`config.mk`:
```
export PLATFORM = sky130hd
export DESIGN_NAME = lru_refmatrix_tracker
export DESIGN_NICKNAME = d
export VERILOG_FILES = /design/src/rtl/lru_rm_pkg.sv /design/src/rtl/lru_rm_store.sv /design/src/rtl/lru_rm_matrix.sv /design/src/rtl/lru_rm_encode.sv /design/src/rtl/lru_refmatrix_tracker.sv
export SDC_FILE = /design/constraint.sdc
export NUM_CORES = 1
export LEC_CHECK = 0
export BUFFER_PORTS_ARGS = -buffer_cell sky130_fd_sc_hd__buf_4
export CAP_MARGIN = 20
export CORE_AREA = 3 3 40 42
export CTS_CLUSTER_SIZE = 25
export DETAILED_ROUTE_END_ITERATION = 16
export DIE_AREA = 0 0 43 45
export PLACE_DENSITY_LB_ADDON = 0.12
export SLEW_MARGIN = 20
export SYNTH_ARGS = -nofsm -noshare
export SYNTH_HDL_FRONTEND = slang
export SYNTH_SLANG_ARGS = --single-unit
```
`constraint.sdc`:
```
create_clock -name clk_i -period 1.1 [get_ports clk_i]
set_input_delay 0.11 -clock clk_i [delete_from_list [all_inputs] [get_ports clk_i]]
set_output_delay 0.11 -clock clk_i [all_outputs]
set_load 0.02 [all_outputs]
```
`src/rtl/lru_rm_pkg.sv`:
```
package lru_rm_pkg;

    // Position of upper-triangle cell (r,c), r<c, in the packed stored vector.
    // Row r holds the n-1-r cells that lie to the right of the diagonal.
    function automatic int tri_pos(input int n, input int r, input int c);
        return r * n - (r * (r + 1)) / 2 + (c - r - 1);
    endfunction

    function automatic int tri_size(input int n);
        return (n * (n - 1)) / 2;
    endfunction

endpackage

```
`src/rtl/lru_rm_store.sv`:
```
module lru_rm_store
    import lru_rm_pkg::*;
#(
    parameter int NUM_LINES = 4,
    parameter int IDX_W     = $clog2(NUM_LINES),
    parameter int CELLS     = tri_size(NUM_LINES)
) (
    input  logic             clk_i,
    input  logic             rst_ni,
    input  logic             touch_i,
    input  logic [IDX_W-1:0] touch_idx_i,
    output logic [CELLS-1:0] cells_q_o
);

    logic [CELLS-1:0] cells_q;
    logic [CELLS-1:0] cells_d;

    // Cell (r,c) with r<c: an access to r sets its row, so the cell becomes 1.
    // An access to c clears its column, so the cell becomes 0. Only one index
    // is presented per cycle, so the two updates never disagree on a cell.
    for (genvar r = 0; r < NUM_LINES; r++) begin : g_row
        for (genvar c = r + 1; c < NUM_LINES; c++) begin : g_col
            localparam int              POS    = tri_pos(NUM_LINES, r, c);
            localparam logic [IDX_W-1:0] ROW_ID = IDX_W'(r);
            localparam logic [IDX_W-1:0] COL_ID = IDX_W'(c);
            assign cells_d[POS] = (touch_i && touch_idx_i == ROW_ID) ? 1'b1 :
                                  (touch_i && touch_idx_i == COL_ID) ? 1'b0 :
                                  cells_q[POS];
        end
    end

    always_ff @(posedge clk_i or negedge rst_ni) begin
        if (!rst_ni) begin
            cells_q <= '1;
        end else begin
            cells_q <= cells_d;
        end
    end

    assign cells_q_o = cells_q;

endmodule

```
`src/rtl/lru_rm_matrix.sv`:
```
module lru_rm_matrix
    import lru_rm_pkg::*;
#(
    parameter int NUM_LINES = 4,
    parameter int CELLS     = tri_size(NUM_LINES)
) (
    input  logic [CELLS-1:0]     cells_i,
    output logic [NUM_LINES-1:0] lru_onehot_o
);

    // Full logical matrix: mat[r][c]=1 means r is newer than c.
    logic [NUM_LINES-1:0][NUM_LINES-1:0] mat;
    // colv[l][r] collects column l, with the diagonal forced to 1.
    logic [NUM_LINES-1:0][NUM_LINES-1:0] colv;

    for (genvar r = 0; r < NUM_LINES; r++) begin : g_r
        for (genvar c = 0; c < NUM_LINES; c++) begin : g_c
            if (r < c) begin : g_upper
                assign mat[r][c] = cells_i[tri_pos(NUM_LINES, r, c)];
            end else if (r > c) begin : g_lower
                assign mat[r][c] = ~cells_i[tri_pos(NUM_LINES, c, r)];
            end else begin : g_diag
                assign mat[r][c] = 1'b0;
            end
            assign colv[c][r] = (r == c) ? 1'b1 : mat[r][c];
        end
    end

    for (genvar l = 0; l < NUM_LINES; l++) begin : g_line
        assign lru_onehot_o[l] = ~|mat[l] & (&colv[l]);
    end

endmodule

```
`src/rtl/lru_rm_encode.sv`:
```
module lru_rm_encode #(
    parameter int NUM_LINES = 4,
    parameter int IDX_W     = $clog2(NUM_LINES)
) (
    input  logic [NUM_LINES-1:0] onehot_i,
    output logic [IDX_W-1:0]     index_o
);

    always_comb begin
        index_o = '0;
        for (int k = 0; k < NUM_LINES; k++) begin
            if (onehot_i[k]) begin
                index_o = index_o | IDX_W'(k);
            end
        end
    end

endmodule

```
`src/rtl/lru_refmatrix_tracker.sv`:
```
module lru_refmatrix_tracker
    import lru_rm_pkg::*;
#(
    parameter int NUM_LINES = 4,
    localparam int IDX_W    = $clog2(NUM_LINES),
    localparam int CELLS    = tri_size(NUM_LINES)
) (
    input  logic             clk_i,
    input  logic             rst_ni,
    input  logic             touch_i,
    input  logic [IDX_W-1:0] touch_idx_i,
    output logic [IDX_W-1:0] victim_idx_o
);

    logic [CELLS-1:0]     cells_q;
    logic [NUM_LINES-1:0] lru_onehot;

    lru_rm_store #(
        .NUM_LINES (NUM_LINES),
        .IDX_W     (IDX_W),
        .CELLS     (CELLS)
    ) store_i (
        .clk_i       (clk_i),
        .rst_ni      (rst_ni),
        .touch_i     (touch_i),
        .touch_idx_i (touch_idx_i),
        .cells_q_o   (cells_q)
    );

    lru_rm_matrix #(
        .NUM_LINES (NUM_LINES),
        .CELLS     (CELLS)
    ) matrix_i (
        .cells_i      (cells_q),
        .lru_onehot_o (lru_onehot)
    );

    lru_rm_encode #(
        .NUM_LINES (NUM_LINES),
        .IDX_W     (IDX_W)
    ) encode_i (
        .onehot_i (lru_onehot),
        .index_o  (victim_idx_o)
    );

endmodule

```
Yosys cells after proc, flatten, opt, wreduce, memory -nomap -nowiden
Cells that the tools add are included.
{"block": "classes", "n_bitwise": 9, "reduce_logical": 20, "n_mux": 12, "eq_ne": 3}
{"cell": "$reduce_bool A2 Y1", "n": 6}
{"cell": "$mux W1", "n": 10}
{"cell": "$reduce_and A3 Y1", "n": 3}
{"cell": "$reduce_or A3 Y1", "n": 3}
{"cell": "$not A1 Y1", "n": 6}
{"cell": "$eq A2 B2 Y1 const B", "n": 2}
{"cell": "$logic_and A1 B1 Y1", "n": 4}
{"cell": "$mux W2", "n": 2}
{"cell": "$and A1 B1 Y1", "n": 3}
{"cell": "$logic_not A1 Y1", "n": 3}
{"cell": "$eq A2 B1 Y1 const B", "n": 1}
{"cell": "$logic_not A2 Y1", "n": 1}
{"block": "totals", "word_cells": 50, "out_inout_bits": 2, "regBits": 6, "inputBits": 5}

Logic depth before layout (Yosys ltp)
Gate-level depths: netlist (run 1).
{"block": "depth", "depth_word": 7, "depth_mapped": 3, "ltp_nobuf": 3}

Cells and area by module
From an unflattened synthesis (run 1), not the netlist that was laid out.
{"block": "hier_totals", "hier_cells": 30, "hier_area_um2": 309.0}
{"mod": "lru_rm_store", "instances": 1, "seq_area_each_um2": 157.7, "area_per_inst_um2": 259.0, "cells_each": 24}
{"mod": "lru_rm_matrix", "instances": 1, "seq_area_each_um2": 0.0, "area_per_inst_um2": 37.5, "cells_each": 4}
{"mod": "lru_rm_encode", "instances": 1, "seq_area_each_um2": 0.0, "area_per_inst_um2": 12.5, "cells_each": 2}

Worst setup path before layout (run 1)
No wires, ideal clock.
{"block": "synth_timing", "kind": "register to output", "startpoint": "register store_i.cells_q[3], in the netlist store_i.cells_q_o[3]", "endpoint": "output port victim_idx_o[1]", "n_path_buf": 0, "path_slack_ps": -51, "stages_incl_launch_ff": 3, "arrival_time_ps": 1041, "required_time_ps": 990, "cell_sequence": "dfstp_2 nand2_1 o21ai_0"}
{"block": "synth_via", "elab_chain_cells": 6, "word_cells_on_any_way": 7, "classes_between": "mux (2); bitwise (2); reduce/logical (3)"}
{"element": "from (decl)", "line_no": "lru_rm_store.sv:15", "rtl": "logic [CELLS-1:0] cells_q;"}
{"element": "from (signal assigned)", "line_no": "lru_rm_store.sv:36", "rtl": "cells_q <= cells_d;"}
{"element": "$not A1 Y1", "line_no": "lru_rm_matrix.sv:21", "rtl": "assign mat[r][c] = ~cells_i[tri_pos(NUM_LINES, c, r)];"}
{"element": "$reduce_or A3 Y1", "line_no": "lru_rm_matrix.sv:30", "rtl": "assign lru_onehot_o[l] = ~|mat[l] & (&colv[l]);"}
{"element": "$logic_not A1 Y1", "line_no": "lru_rm_matrix.sv:30"}
{"element": "$and A1 B1 Y1 (*)", "line_no": "lru_rm_matrix.sv:30"}
{"element": "$mux W2 (*) (2 in series)", "line_no": "lru_rm_encode.sv:12", "rtl": "if (onehot_i[k]) begin"}
{"element": "to (decl)", "line_no": "lru_refmatrix_tracker.sv:12", "rtl": "output logic [IDX_W-1:0] victim_idx_o"}
Every way passes the cells marked *; elsewhere a longest branch is shown, timed or not.

Final worst setup path (run 1)
{"block": "layout_timing", "startpoint": "register store_i.cells_q[5], in the netlist store_i.cells_q_o[5]", "endpoint": "output port victim_idx_o[1]"}
{"block": "layout_via", "elab_chain_cells": 5, "word_cells_on_any_way": 11, "classes_between": "mux (2); bitwise (3); reduce/logical (6)"}
{"element": "$reduce_or A3 Y1 / $not A1 Y1 (equally long branches)", "line_no": "lru_rm_matrix.sv:30, lru_rm_matrix.sv:21"}
{"element": "$logic_not A1 Y1, or another cell as far along", "line_no": "lru_rm_matrix.sv:30"}
{"element": "$and A1 B1 Y1 / $logic_not A1 Y1 (equally long branches)", "line_no": "lru_rm_matrix.sv:30"}
{"element": "$mux W2 / $and A1 B1 Y1 (equally long branches)", "line_no": "lru_rm_encode.sv:12, lru_rm_matrix.sv:30"}
{"element": "$mux W2 (*)", "line_no": "lru_rm_encode.sv:12"}
Marks and branches as above.

==> reports/summary.txt, run 1 <==
Flip-flop count of the largest register after layout - 6
Core outline area - 1280 um^2
Cell types with the highest counts after synthesis - sky130_fd_sc_hd__dfstp_2 (6), sky130_fd_sc_hd__nand2_1 (4), sky130_fd_sc_hd__nor2_1 (4), sky130_fd_sc_hd__o21ai_0 (4), sky130_fd_sc_hd__a21oi_1 (3)
Combinational share of power - 22.3%
Clk_lat worst skew - 0.24 ns
FFs w/ async S/R, synth - 100%
GP Congestion - 0.730
Path type of the worst min-delay path - in -> reg
# diodes - 0
Crit path cell chain - nand3_2 -> o21ai_1 -> buf_4
Number of cells produced by synthesis - 28
Relative slew slack - 86.8%
Number of remaining DRC errors - 0
Gr busiest metal - met1
Number of vias after detailed routing - 238
Largest clock skew in the final design - 0 ns
Net switching component of the power - 0.000166 W
Starting density of the core - 21.3%
Dpl ws - 0.144 ns
Main area contributors after synthesis - sky130_fd_sc_hd__dfstp_2 (58%), sky130_fd_sc_hd__o21ai_0 (7.3%), sky130_fd_sc_hd__a21oi_1 (5.5%)
Clock period minus worst slack - 1.20 ns
Total number of nets in the final design - 48
Failing checks - setup timing
Buffer cell driving the clock tree root - sky130_fd_sc_hd__clkbuf_4
1st-iter DRT viols - 3
Vias in the first global route - 221
Share of post-route cells with drive strength above 1 - 51.2%
Post-synth cell types - 12
Endpoint kind of the worst setup timing path - output port
Number of nets with antenna violations after routing - 0
Router iterations before antenna repair - 4
Number of enable flip-flop cells after synthesis - 0
Kind of start point of the critical path - register
Vertical die dimension - 45 um
Antenna violations before repair - 0
Die outline width - 43 um
Met2 Resource Use GR - 8.38%
Class of the most critical setup path - reg -> out
Total global routing overflow - 0
Data arrival time of the worst path - 1.09 ns
Internal power summed over all cells - 0.000465 W
Detailed Route WL - 556 um
Global routing met1 resource utilization - 9.80%
Util after Layout - 31.0%
Setup repair after global routing missed its margin - true
CP Data Required Time - 0.99 ns
Layout Area Growth over Synthesis - 45.2%
Proportion of power drawn by flip-flops and latches - 45.8%
Worst IR drop on VDD - 0.000467 V
Ys flop type - sky130_fd_sc_hd__dfstp_2
Maximum number of pins on one net before global-route repair - 9
Met3 routing resource usage after global routing - 4.38%
Overall routing resource usage - 7.87%
Detailed placement HPWL - 418 um
Via density per instance - 4.25
Worst Max-Slew Pin Slew - 0.196 ns
Full die area - 1940 um^2
Maximum buffer depth of the clock tree - 2
Switching portion of total power - 26.3%
Count of maximum capacitance violations - 0
Number of pins with negative max-slew slack in the final report - 0
Final setup violation count - 2
Syn_area_per_cell - 9.79 um^2
Port Buf Inserts - 6
Critical path peak fanout - 3
Worst path setup slack after routing - -0.0993 ns
Ports - 7
Clk slew on worst S/H paths - 0.05 ns
Library cell with the highest instance count after synthesis - sky130_fd_sc_hd__dfstp_2
Fraction of the cycle the final worst path needs - 109%
Cell area after layout - 398 um^2
Post-placement cell area - 338 um^2
CP max stage cell - sky130_fd_sc_hd__dfstp_2
Netlist Area Pre-Place - 274 um^2
Hold Fails Final Rpt - 0
Worst slack on hold paths - 0.0545 ns
Sink Count - 6
Level count of the clock H-tree - 1
Max Clock Freq - 834 MHz
Clock power frac - 31.8%
CTS Buf Count - 3
Number of synthesized register bits - 6
TritonCTS clock tree - done
Global-route wire length before repair - 1010 um
Leakage dissipation - 0.176 nW
Row count - 13
Run status - finished with violations
Register area share after synthesis - 57.5%
Warning count from the yosys run - 0
Post-synth top area cell - sky130_fd_sc_hd__dfstp_2
Number of nets in the synthesized netlist - 33
Max stage delay on crit path - 0.54 ns
Power density relative to cell area - 1590 nW/um^2
Routed length per placed instance - 9.93 um
Yosys top cell area share - 57.5%
[metal layers]
| layer | routed length (um) | vias up |
|---|---|---|
| li1 | - | 123 |
| met3 | 52 | 2 |
| met1 | 282 | 104 |
| met4 | 4 | 0 |
| met2 | 217 | 9 |
| met5 | 0 | - |
[placed cells by master (no fill, tap or decap)]
cell	n
sky130_fd_sc_hd__nor2b_4	1
sky130_fd_sc_hd__o21ai_2	1
sky130_fd_sc_hd__clkbuf_4	3
sky130_fd_sc_hd__nor2_1	4
sky130_fd_sc_hd__dlygate4sd3_1	1
sky130_fd_sc_hd__o31ai_1	1
sky130_fd_sc_hd__nand3_2	1
sky130_fd_sc_hd__inv_1	1
sky130_fd_sc_hd__o21ai_0	2
sky130_fd_sc_hd__o21ai_1	2
sky130_fd_sc_hd__a31oi_1	1
sky130_fd_sc_hd__nand2_1	4
sky130_fd_sc_hd__dfstp_2	6
sky130_fd_sc_hd__buf_4	9
sky130_fd_sc_hd__a21oi_1	3
sky130_fd_sc_hd__nand2b_1	1
[metrics by stage]
step / setup TNS (ns) / power [W] / instances
2_1_floorplan: 0 / 0.000354 / 28
3_3_place_gp: 0 / 0.000408 / 49
3_5_place_dp: 0 / 0.000411 / 49
4_1_cts: -0.220 / 0.000643 / 55
5_1_grt: -0.322 / 0.000681 / 56
6_report: -0.192 / 0.000631 / 56
[cell families (layout without fill, tap and decap cells)]
logic type	count (synthesis)	after routing	synth area share, %
AOI/OAI and AO/OA	10	10	21.0
buffers and inverters	1	14	1.37
DFF	6	6	57.5
and+or+nand+nor	11	11	20.1
[worst max-delay path, delay by kind of cell, from the launching register on]
| kind | cells | cell delay, ns |
|---|---|---|
| AO/OA/AOI/OAI | 1 | 0.07 |
| flip-flops | 1 | 0.54 |
| AND/OR/NAND/NOR | 1 | 0.08 |
| buffers and inverters | 1 | 0.15 |
[worst paths after layout]
path,to,slack [ns],start,cells after the start
setup / recovery,victim_idx_o[1],-0.1,store_i.cells_q_o[5],3
hold / removal,store_i.cells_q_o[1],0.05,touch_idx_i[1],2
setup reg to reg,store_i.cells_q_o[4],0.20,store_i.cells_q_o[4],3
hold reg to reg,store_i.cells_q_o[5],0.49,store_i.cells_q_o[5],2
max in group asynchronous,store_i.cells_q_o[3],0.68,rst_ni,2
min in group asynchronous,store_i.cells_q_o[5],0.39,rst_ni,2
[cell type report]
class,count,area (um^2)
clock buffer,3,22.5
fill,142,887
inverter,1,3.75
multi-input combinational,21,118
sequential,6,158
tap,15,18.8
timing repair buffer,10,77.6
[power groups by stage]
stage	Clock, W	Sequential, W	Combinational [W]
after detailed placement	0	0.000293	0.000118
after CTS	0.000216	0.000291	0.000136
final	0.000201	0.000289	0.000141
after global routing	0.000228	0.000295	0.000158
after global placement	0	0.000292	0.000116
after floorplan	0	0.000285	0.0000685
[what timing repair did]
action,in CTS,in global routing
endpoints found under the setup margin,2,2
hold buffers,1,0
hold endpoints to repair,6,0
resized for setup,1,0
setup buffers,2,1
(Power assumes the default switching activity.)
==> run 2, diff against run 1 <==
SYNTH_HIERARCHICAL = 1   (was unset)
==> reports/summary.txt, run 2 <==
Starting density of the core - 23.3% (+1.9 points)
Warning count from the yosys run - 6 (+6)
Worst IR drop on VDD - 0.000464 V (-0.66%)
CP max stage cell - sky130_fd_sc_hd__dfstp_2
Util after Layout - 32.9% (+1.9 points)
Failing checks - setup timing
Register-to-Register Setup Slack - 0.27 ns (+0.07 ns)
Maximum buffer depth of the clock tree - 2 (unchanged)
Netlist Area Pre-Place - 299 um^2 (+9.1%)
Leakage dissipation - 0.198 nW (+13%)
Number of cells produced by synthesis - 29 (+3.6%)
Number of remaining DRC errors - 0 (unchanged)
Detailed placement HPWL - 451 um (+7.9%)
Sum of negative setup slack - -0.519 ns (-0.327 ns)
Run status - finished with violations
Via density per instance - 4.13 (-2.9%)
Number of vias after detailed routing - 231 (-2.9%)
Buffer cell driving the clock tree root - sky130_fd_sc_hd__clkbuf_4
Max stage delay on crit path - 0.52 ns (-0.02 ns)
Overall routing resource usage - 7.54% (-0.33 points)
CP Data Required Time - 0.99 ns (about the same)
Number of nets in the synthesized netlist - 34 (+3.0%)
Worst slack on hold paths - 0.0439 ns (-0.0106 ns)
Number of nets with antenna violations after routing - 0 (unchanged)
Leading cell type in the layout, fill and taps excluded - sky130_fd_sc_hd__nand2_1
Largest clock skew in the final design - 0 ns (unchanged)
Data arrival time of the worst path - 1.26 ns (+0.17 ns)
Hold Fails Final Rpt - 0 (unchanged)
Cell count after placement - 52 (+6.1%)
Layout fillers - 134 (-5.6%)
Ports - 7 (unchanged)
Maximum number of pins on one net before global-route repair - 8 (-1)
Routed length per placed instance - 10.6 um (+7.2%)
Level count of the clock H-tree - 1 (unchanged)
Total number of nets in the final design - 48 (unchanged)
Worst path setup slack after routing - -0.268 ns (-0.169 ns)
Flip-flop count of the largest register after layout - 6 (unchanged)
Layout Area Growth over Synthesis - 41.4%
Share of post-route cells with drive strength above 1 - 53.7% (+2.4 points)
Most frequent cells in the layout - sky130_fd_sc_hd__nand2_1 (7), sky130_fd_sc_hd__buf_4 (6), sky130_fd_sc_hd__dfstp_2 (6), sky130_fd_sc_hd__o21ai_1 (4), sky130_fd_sc_hd__clkbuf_4 (3)
Router iterations before antenna repair - 1 (-3)
Port Buf Inserts - 6 (unchanged)
TritonCTS clock tree - done
Final cell count without fillers - 56 (unchanged)
# diodes - 0 (unchanged)
Post-CTS Setup Inserts - 0 (-2)
Clk slew on worst S/H paths - 0.05 ns (about the same)
Number of pins with negative max-slew slack in the final report - 0 (unchanged)
Critical path peak fanout - 2 (-1)
Global-route wire length before repair - 993 um (-1.4%)
Class of the most critical setup path - reg -> out
Row count - 13 (unchanged)
Clk_lat worst skew - 0.24 ns (about the same)
Sink Count - 6 (unchanged)
Vias in the first global route - 237 (+7.2%)
Detailed Route WL - 596 um (+7.2%)
Die outline width - 43 um (unchanged)
Syn_area_per_cell - 10.3 um^2 (+5.4%)
Core outline area - 1280 um^2 (unchanged)
Kind of start point of the critical path - register
Power density relative to cell area - 1520 nW/um^2 (-4.4%)
Count of maximum capacitance violations - 0 (unchanged)
Setup repair after global routing missed its margin - true
Path type of the worst min-delay path - in -> reg
Fraction of the cycle the final worst path needs - 124% (+15 points)
Full die area - 1940 um^2 (unchanged)
Relative slew slack - 90.7% (+3.9 points)
Max Clock Freq - 731 MHz (-12%)
GP Congestion - 0.725 (-0.64%)
Final setup violation count - 2 (unchanged)
CTS Buf Count - 3 (unchanged)
1st-iter DRT viols - 0 (-3)
Antenna violations before repair - 0 (unchanged)
Clock period minus worst slack - 1.37 ns (+0.169 ns)
Crit path cell chain - and3b_1 -> or2_1 -> buf_6
Vertical die dimension - 45 um (unchanged)
Total global routing overflow - 0 (unchanged)
Worst Max-Slew Pin Slew - 0.138 ns (-0.0584 ns)
Endpoint kind of the worst setup timing path - output port
run 2: worst paths after layout:
| kind | from | endpoint | cells after the start |
|---|---|---|---|
| worst max-delay path | store_i/cells_q_o[5] | victim_idx_o[1] | 3 |
| worst min-delay path | touch_idx_i[0] | store_i/cells_q_o[5] | 2 |
| worst max register to register | store_i/cells_q_o[2] | store_i/cells_q_o[2] | 3 |
| worst min register to register | store_i/cells_q_o[1] | store_i/cells_q_o[1] | 2 |
| max in group asynchronous | rst_ni | store_i/cells_q_o[2] | 2 |
| min in group asynchronous | rst_ni | store_i/cells_q_o[1] | 2 |
run 2: per-stage QoR:
stage                     power, W  cell area, um^2  setup WS (ns)
after floorplan           0.000359              299         0.0482
after CTS                 0.000655              423         -0.285
after global placement    0.000424              378        -0.0138
after global routing      0.000675              423         -0.326
after detailed placement  0.000426              378        -0.0223
final                     0.000641              423         -0.268
run 2: layout make-up:
type | count | area [um^2] | share of cell area (%)
multi-input cells | 22 | 143 | 33.7
well taps | 15 | 18.8 | 4.44
repair buffers | 9 | 77.6 | 18.3
clock buffers | 3 | 22.5 | 5.33
inverters | 1 | 3.75 | 0.888
flip-flops and latches | 6 | 158 | 37.3
run 2: critical path: cells and delay by family, from the launching register on:
| kind | cells | cell delay [ns] |
|---|---|---|
| buffers and inverters | 1 | 0.13 |
| flip-flops | 1 | 0.52 |
| AND/OR/NAND/NOR | 2 | 0.37 |
run 2: metal layers:
metal	vias to the layer above	part of all wire [%]	global-route usage, %
li1	123	-	-
met1	101	51	8.60
met2	7	43	9.88
met3	0	6.7	2.79
met4	0	0	9.04
met5	-	0	0
run 2: power breakdown:
group,internal [W],switching (W)
logic,0.0000817,0.0000664
registers,0.000269,0.0000188
clock network,0.000124,0.0000813
run 2: repair_timing:
action	CTS	global route
endpoints found under the hold margin	6	0
pin swaps	1	0
hold buffers	1	0
setup endpoints to repair	2	2
resized for setup	3	0
